## src/rtl/rxd_pkg.sv

```systemverilog
package rxd_pkg;

  localparam int LAST_SEG_BIT = 30;

  // CRC byte count selected by a control code
  function automatic logic [2:0] crc_bytes(input logic [31:0] code);
    if (code == 32'h0000_000A) return 3'd4;
    return 3'd2;
  endfunction

  // Status word of a non-final descriptor: buffer length only
  function automatic logic [31:0] chunk_status(input logic [31:0] nbytes);
    return {16'h0000, nbytes[15:0]};
  endfunction

  // Status word of the closing descriptor
  function automatic logic [31:0] final_status(input logic [31:0] rest,
                                                input logic [2:0]  crc);
    logic [31:0] sum;
    sum = rest + 32'(crc) + 32'd1;
    return (32'd1 << LAST_SEG_BIT) | {16'h0000, sum[15:0]};
  endfunction

endpackage

```

## src/rtl/rxd_crc_ctrl.sv

```systemverilog
module rxd_crc_ctrl #(
  parameter int CTRL_W = 16
) (
  input  logic              clk,
  input  logic              rst_n,
  input  logic              wr_en,
  input  logic [CTRL_W-1:0] wdata,
  output logic [CTRL_W-1:0] rdata,
  output logic [2:0]        crc_size
);
  import rxd_pkg::*;

  logic [CTRL_W-1:0] ctrl_q;

  always_ff @(posedge clk or negedge rst_n) begin
    if (!rst_n)     ctrl_q <= '0;
    else if (wr_en) ctrl_q <= wdata;
  end

  assign rdata    = ctrl_q;
  assign crc_size = crc_bytes(32'(ctrl_q));

endmodule

```

## src/rtl/rxd_ring_ptr.sv

```systemverilog
module rxd_ring_ptr #(
  parameter int RING_DEPTH = 8,
  localparam int IDX_W = (RING_DEPTH > 1) ? $clog2(RING_DEPTH) : 1
) (
  input  logic             clk,
  input  logic             rst_n,
  input  logic             mark,
  input  logic             adv,
  input  logic             rewind,
  output logic [IDX_W-1:0] idx
);
  localparam logic [IDX_W-1:0] LAST_IDX = IDX_W'(RING_DEPTH - 1);

  logic [IDX_W-1:0] idx_q, start_q, idx_nx;

  always_comb begin
    if (idx_q == LAST_IDX) idx_nx = '0;
    else                   idx_nx = idx_q + 1'b1;
  end

  always_ff @(posedge clk or negedge rst_n) begin
    if (!rst_n) begin
      idx_q   <= '0;
      start_q <= '0;
    end else begin
      if (mark)        start_q <= idx_q;
      if (rewind)      idx_q   <= start_q;
      else if (adv)    idx_q   <= idx_nx;
    end
  end

  assign idx = idx_q;

endmodule

```

## src/rtl/rxd_seg_engine.sv

```systemverilog
module rxd_seg_engine #(
  parameter int LEN_W     = 16,
  parameter int BUF_BYTES = 64
) (
  input  logic             clk,
  input  logic             rst_n,
  input  logic             frm_valid,
  input  logic [LEN_W-1:0] frm_len,
  input  logic             rx_en,
  input  logic             desc_avail,
  input  logic [2:0]       crc_size,
  output logic             frm_ready,
  output logic             dw_valid,
  output logic [31:0]      dw_word,
  output logic             rx_irq,
  output logic             evt_accept,
  output logic             evt_drop,
  output logic             evt_final
);
  import rxd_pkg::*;

  localparam logic [LEN_W-1:0] BUF_L = LEN_W'(BUF_BYTES);

  typedef enum logic {S_IDLE, S_WRITE} state_t;

  state_t           state_q;
  logic [LEN_W-1:0] rem_q;
  logic             more;

  assign frm_ready  = (state_q == S_IDLE);
  assign evt_accept = frm_ready && frm_valid && rx_en;
  assign more       = (rem_q > BUF_L);
  assign dw_valid   = (state_q == S_WRITE) && desc_avail;
  assign evt_drop   = (state_q == S_WRITE) && !desc_avail;
  assign evt_final  = dw_valid && !more;
  assign rx_irq     = evt_final;

  always_comb begin
    dw_word = '0;
    if (dw_valid) begin
      if (more) dw_word = chunk_status(32'(BUF_BYTES));
      else      dw_word = final_status(32'(rem_q), crc_size);
    end
  end

  always_ff @(posedge clk or negedge rst_n) begin
    if (!rst_n) begin
      state_q <= S_IDLE;
      rem_q   <= '0;
    end else begin
      case (state_q)
        S_IDLE: if (evt_accept) begin
          state_q <= S_WRITE;
          rem_q   <= frm_len;
        end
        S_WRITE: begin
          if (evt_drop || evt_final) state_q <= S_IDLE;
          else                       rem_q   <= rem_q - BUF_L;
        end
        default: state_q <= S_IDLE;
      endcase
    end
  end

endmodule

```

## src/rtl/rxd_status_writer.sv

```systemverilog
module rxd_status_writer #(
  parameter int LEN_W      = 16,
  parameter int BUF_BYTES  = 64,
  parameter int RING_DEPTH = 8,
  parameter int CTRL_W     = 16,
  localparam int IDX_W = (RING_DEPTH > 1) ? $clog2(RING_DEPTH) : 1
) (
  input  logic              clk,
  input  logic              rst_n,
  input  logic              rx_en,
  input  logic              frm_valid,
  input  logic [LEN_W-1:0]  frm_len,
  output logic              frm_ready,
  input  logic              desc_avail,
  input  logic              ctrl_wr,
  input  logic [CTRL_W-1:0] ctrl_wdata,
  output logic [CTRL_W-1:0] ctrl_rdata,
  output logic              dw_valid,
  output logic [IDX_W-1:0]  dw_index,
  output logic [31:0]       dw_word,
  output logic              rx_irq
);

  logic [2:0] crc_size;
  logic       evt_accept, evt_drop, evt_final;

  rxd_crc_ctrl #(.CTRL_W(CTRL_W)) u_crc (
    .clk      (clk),
    .rst_n    (rst_n),
    .wr_en    (ctrl_wr),
    .wdata    (ctrl_wdata),
    .rdata    (ctrl_rdata),
    .crc_size (crc_size)
  );

  rxd_seg_engine #(.LEN_W(LEN_W), .BUF_BYTES(BUF_BYTES)) u_seg (
    .clk        (clk),
    .rst_n      (rst_n),
    .frm_valid  (frm_valid),
    .frm_len    (frm_len),
    .rx_en      (rx_en),
    .desc_avail (desc_avail),
    .crc_size   (crc_size),
    .frm_ready  (frm_ready),
    .dw_valid   (dw_valid),
    .dw_word    (dw_word),
    .rx_irq     (rx_irq),
    .evt_accept (evt_accept),
    .evt_drop   (evt_drop),
    .evt_final  (evt_final)
  );

  rxd_ring_ptr #(.RING_DEPTH(RING_DEPTH)) u_ptr (
    .clk    (clk),
    .rst_n  (rst_n),
    .mark   (evt_accept),
    .adv    (dw_valid),
    .rewind (evt_drop),
    .idx    (dw_index)
  );

endmodule

```

## config.mk

```make
export PLATFORM = sky130hd
export DESIGN_NAME = rxd_status_writer
export DESIGN_NICKNAME = d
export VERILOG_FILES = /design/src/rtl/rxd_pkg.sv /design/src/rtl/rxd_crc_ctrl.sv /design/src/rtl/rxd_ring_ptr.sv /design/src/rtl/rxd_seg_engine.sv /design/src/rtl/rxd_status_writer.sv
export SDC_FILE = /design/constraint.sdc
export NUM_CORES = 1
export LEC_CHECK = 0
export CAP_MARGIN = 40
export CORE_MARGIN = 4
export CORE_UTILIZATION = 30
export CTS_CLUSTER_DIAMETER = 30
export DETAILED_ROUTE_END_ITERATION = 7
export DONT_BUFFER_PORTS = 1
export SLEW_MARGIN = 5
export SYNTH_ARGS = -nofsm -noshare
export SYNTH_HDL_FRONTEND = slang
export SYNTH_SLANG_ARGS = --single-unit
```

## constraint.sdc

```tcl
create_clock -name clk -period 4.5 [get_ports clk]
set_input_delay 0.225 -clock clk [delete_from_list [all_inputs] [get_ports clk]]
set_output_delay 0.225 -clock clk [all_outputs]
set_load 0.01 [all_outputs]
```

==> key figures <==
Global routing
  – First-pass GRT wire length: 8100 microns
  – Initial antenna violation count: 0
  – Vias in the first global route: 1591
  – Pin count of the biggest net entering global routing: 40
  – GRT Residual Overflow: 0
  – Gr usage total: a little under an eighth

Clock network
  – Latest clock arrival within the worst-skew pair: 290 ps
  – Clk slew on worst S/H paths: 80 ps
  – CTS tree: done
  – CTS H-Tree Depth: 2
  – TritonCTS Buffers: 5
  – Max Buffers Root-to-Sink: 2
  – CTS Root Cell: clkbuf_8
  – TritonCTS Sinks: 39
  – # resized after CTS: 0

Die
  – I/O pin count: 92
  – Rows: 31
  – Initial core utilization: 31.3%
  – Die Y: approximately 95 microns
  – Die width: 95.5 microns
  – Core Footprint: 0.00733 sq mm
  – Die Area: just over 0.009 sq mm

Setup path
  – CP Capture Type: output port
  – Worst Setup SP: u_crc.rdata[5]$_DFFE_PN0P_
  – Crit path arrival time: 2490 ps
  – Crit Reg-Reg Startpoint: u_seg.state_q$_DFF_PN0_
  – Kind of critical path: register to output port
  – Setup crit start kind: register
  – R2R Setup Slk: 1860 ps
  – Critical path fanouts, max: 5
  – Crit path to: dw_word[7]
  – Worst EP required: 4280 ps
  – Crit Reg-Reg Endpoint: u_seg.rem_q[15]$_DFFE_PN0P_
  – Cells on worst reg2reg path: 5

Synth
  – Synth Flop Type: dfrtp_1
  – Synth area leader: dfrtp_1
  – Post-Syn Area: 0.00230 sq mm
  – EDFF count, synth: 0
  – Cell count after synthesis: 226
  – Ranking of synthesized cells by area: dfrtp_1 43%, mux2_2 13%, buf_4 7.5%
  – Yosys top cell area share: 42.5%
  – Sequential-to-total area share from yosys stat: a little over two fifths
  – Top-count cell post-synth: dfrtp_1
  – Mean post-synth cell area: 10.2 sq um
  – Post-synthesis cell type count: 42
  – Post-synthesis register bit count: 39
  – Synth top cells by count: 39 x dfrtp_1, 26 x mux2_2, 23 x buf_4, 16 x a21oi_1
  – Async SR Flop Fraction: 100%
  – Yosys warns: 0

Cells and area
  – Layout Nets: 270
  – Share of cells above drive strength 1: 17.3%
  – # fillers: between 700 and 800
  – Multi-input gate area: 0.00113 sq mm
  – Sequential cell area: approximately 980 sq um
  – Final core occ: about a third
  – Syn-to-layout area delta: 6.32%

Drt
  – DRT Wirelength: 5120 microns
  – Vias per cell: slightly below 5
  – Via Count: 1584
  – DRT iter0 DRCs: slightly above 70
  – DRT antenna net count: 0
  – Routed WL per cell: between 15 and 20 microns
  – TritonRoute pass-1 iters: 4
  – DRC: 0

Timing
  – Setup TNS: 0 ps
  – Fin crit share: between 60% and 70%
  – Final Max Tran Viols: 0
  – RSZ-0062 raised after global routing: no
  – Setup Skew: roughly 10 ps
  – Tightest Pin Transition: 881 ps
  – Maximum clock frequency: 369 MHz
  – Final hold violations: 0
  – Final setup margin: 1790 ps
  – Endpoints failing setup: 0
  – Crit path time final: 2710 ps
  – Rel. slew slack: 40.8%

Hold path
  – Depth of the worst hold-timing path: 1
  – Hold Path Class: input port to register

Power and ir drop
  – PwrDens: 489 mW/mm^2
  – Worst vdd ir: 0.244 mV
  – Leakage: about 1.0 nW
  – Overall Power: 1.19 mW

Run status
  – Outcome: completed

Placement
  – IO Port Bufs: 0
  – Final GP Congestion: 0.824
  – Pre-CTS setup slack: 1870 ps
  – Dpl hpwl: approximately 3900 microns

Job
  – Max Cap Violations: 0
power breakdown:
part	leakage, nW	switching, mW	internal, mW	total (mW)
clock network	0.0618	0.129	0.182	0.312
logic	0.513	0.176	0.149	0.325
registers	0.457	0.119	0.439	0.558
total	1.03	0.424	0.770	1.19
routing by layer:
layer	wire, microns	track usage [%]	vias up
li1	-	-	763
met1	2090	13.9	739
met2	2390	18.3	76
met3	599	5.84	6
met4	38	3.20	0
met5	0	0	-
metrics by stage:
stage	hold WS [ps]	std cells	area (sq um)
after floorplan	-70.6	247	2370
after global placement	-68.9	314	2290
after detailed placement	-68.8	314	2290
after CTS	65.2	324	2440
after global routing	50.2	324	2440
final	79.0	325	2440
worst min path at each step:
stage,start,to,slack (ps)
5_1_grt,frm_len[4],u_seg.rem_q[4]$_DFFE_PN0P_,50
2_1_floorplan,rst_n,u_crc.rdata[0]$_DFFE_PN0P_,-70
6_report,frm_len[4],u_seg.rem_q[4]$_DFFE_PN0P_,80
3_5_place_dp,rst_n,u_seg.rem_q[10]$_DFFE_PN0P_,-70
4_1_cts,frm_len[4],u_seg.rem_q[4]$_DFFE_PN0P_,70
3_3_place_gp,rst_n,u_seg.rem_q[9]$_DFFE_PN0P_,-70
flip-flops by register name, indices dropped and copies added (netlist names):
register	flops
u_crc.rdata	16
u_seg.rem_q	16
u_ptr.idx	3
u_seg.state_q	1
u_ptr.start_q	3
final cells by class:
cell class / instances / share of cell area (%)
Clock buffer: 6 / 3.38
Timing Repair Buffer: 3 / 1.54
Tap cell: 99 / 5.07
Inverter: 12 / 1.85
Multi-Input combinational cell: 163 / 46.5
Clock inverter: 2 / 1.59
Sequential cell: 39 / 40.0
Antenna cell: 1 / 0.103
critical path: stages, from the launching register on:
cell	delay, ps
dfrtp_1	440
nor4b_1	360
nand4_1	180
ha_1	310
a21o_1	180
a21oi_1	310
o21ai_0	140
a21oi_1	280
kinds of logic (layout without fill, tap and decap cells):
logic type	Yosys count	in the layout	share of synthesized area (%)
flip-flops	39	39	42.5
AO/OA/AOI/OAI	49	49	13.4
adder cells (fa/ha/maj)	8	8	4.69
XOR/XNOR	3	3	1.14
AND/OR/NAND/NOR	51	51	12.2
multiplexers	30	30	14.5
other	1	23	0.163
buffers and inverters	45	23	11.5
cell usage in the layout, fill, tap and decap left out, types with 2 or more instances in the layout:
master / n
o2bb2ai_1: 5
nor2_1: 12
o211ai_1: 7
dfrtp_1: 39
o21ai_0: 10
a22oi_1: 2
a31oi_1: 2
clkbuf_8: 6
o41ai_1: 2
inv_1: 12
xor2_1: 2
mux2_2: 26
nor4b_1: 4
nand2_1: 9
conb_1: 22
a21oi_1: 16
or3_1: 4
nor2b_1: 2
nor3_1: 6
mux2i_1: 4
nor4_1: 5
ha_1: 7
timing repair:
action                                 in CTS  in global routing
endpoints found under the hold margin      39                  0
hold buffers                                2                  0
setup buffers                               0                  0
No activity file was read; power rests on OpenSTA's default activity.
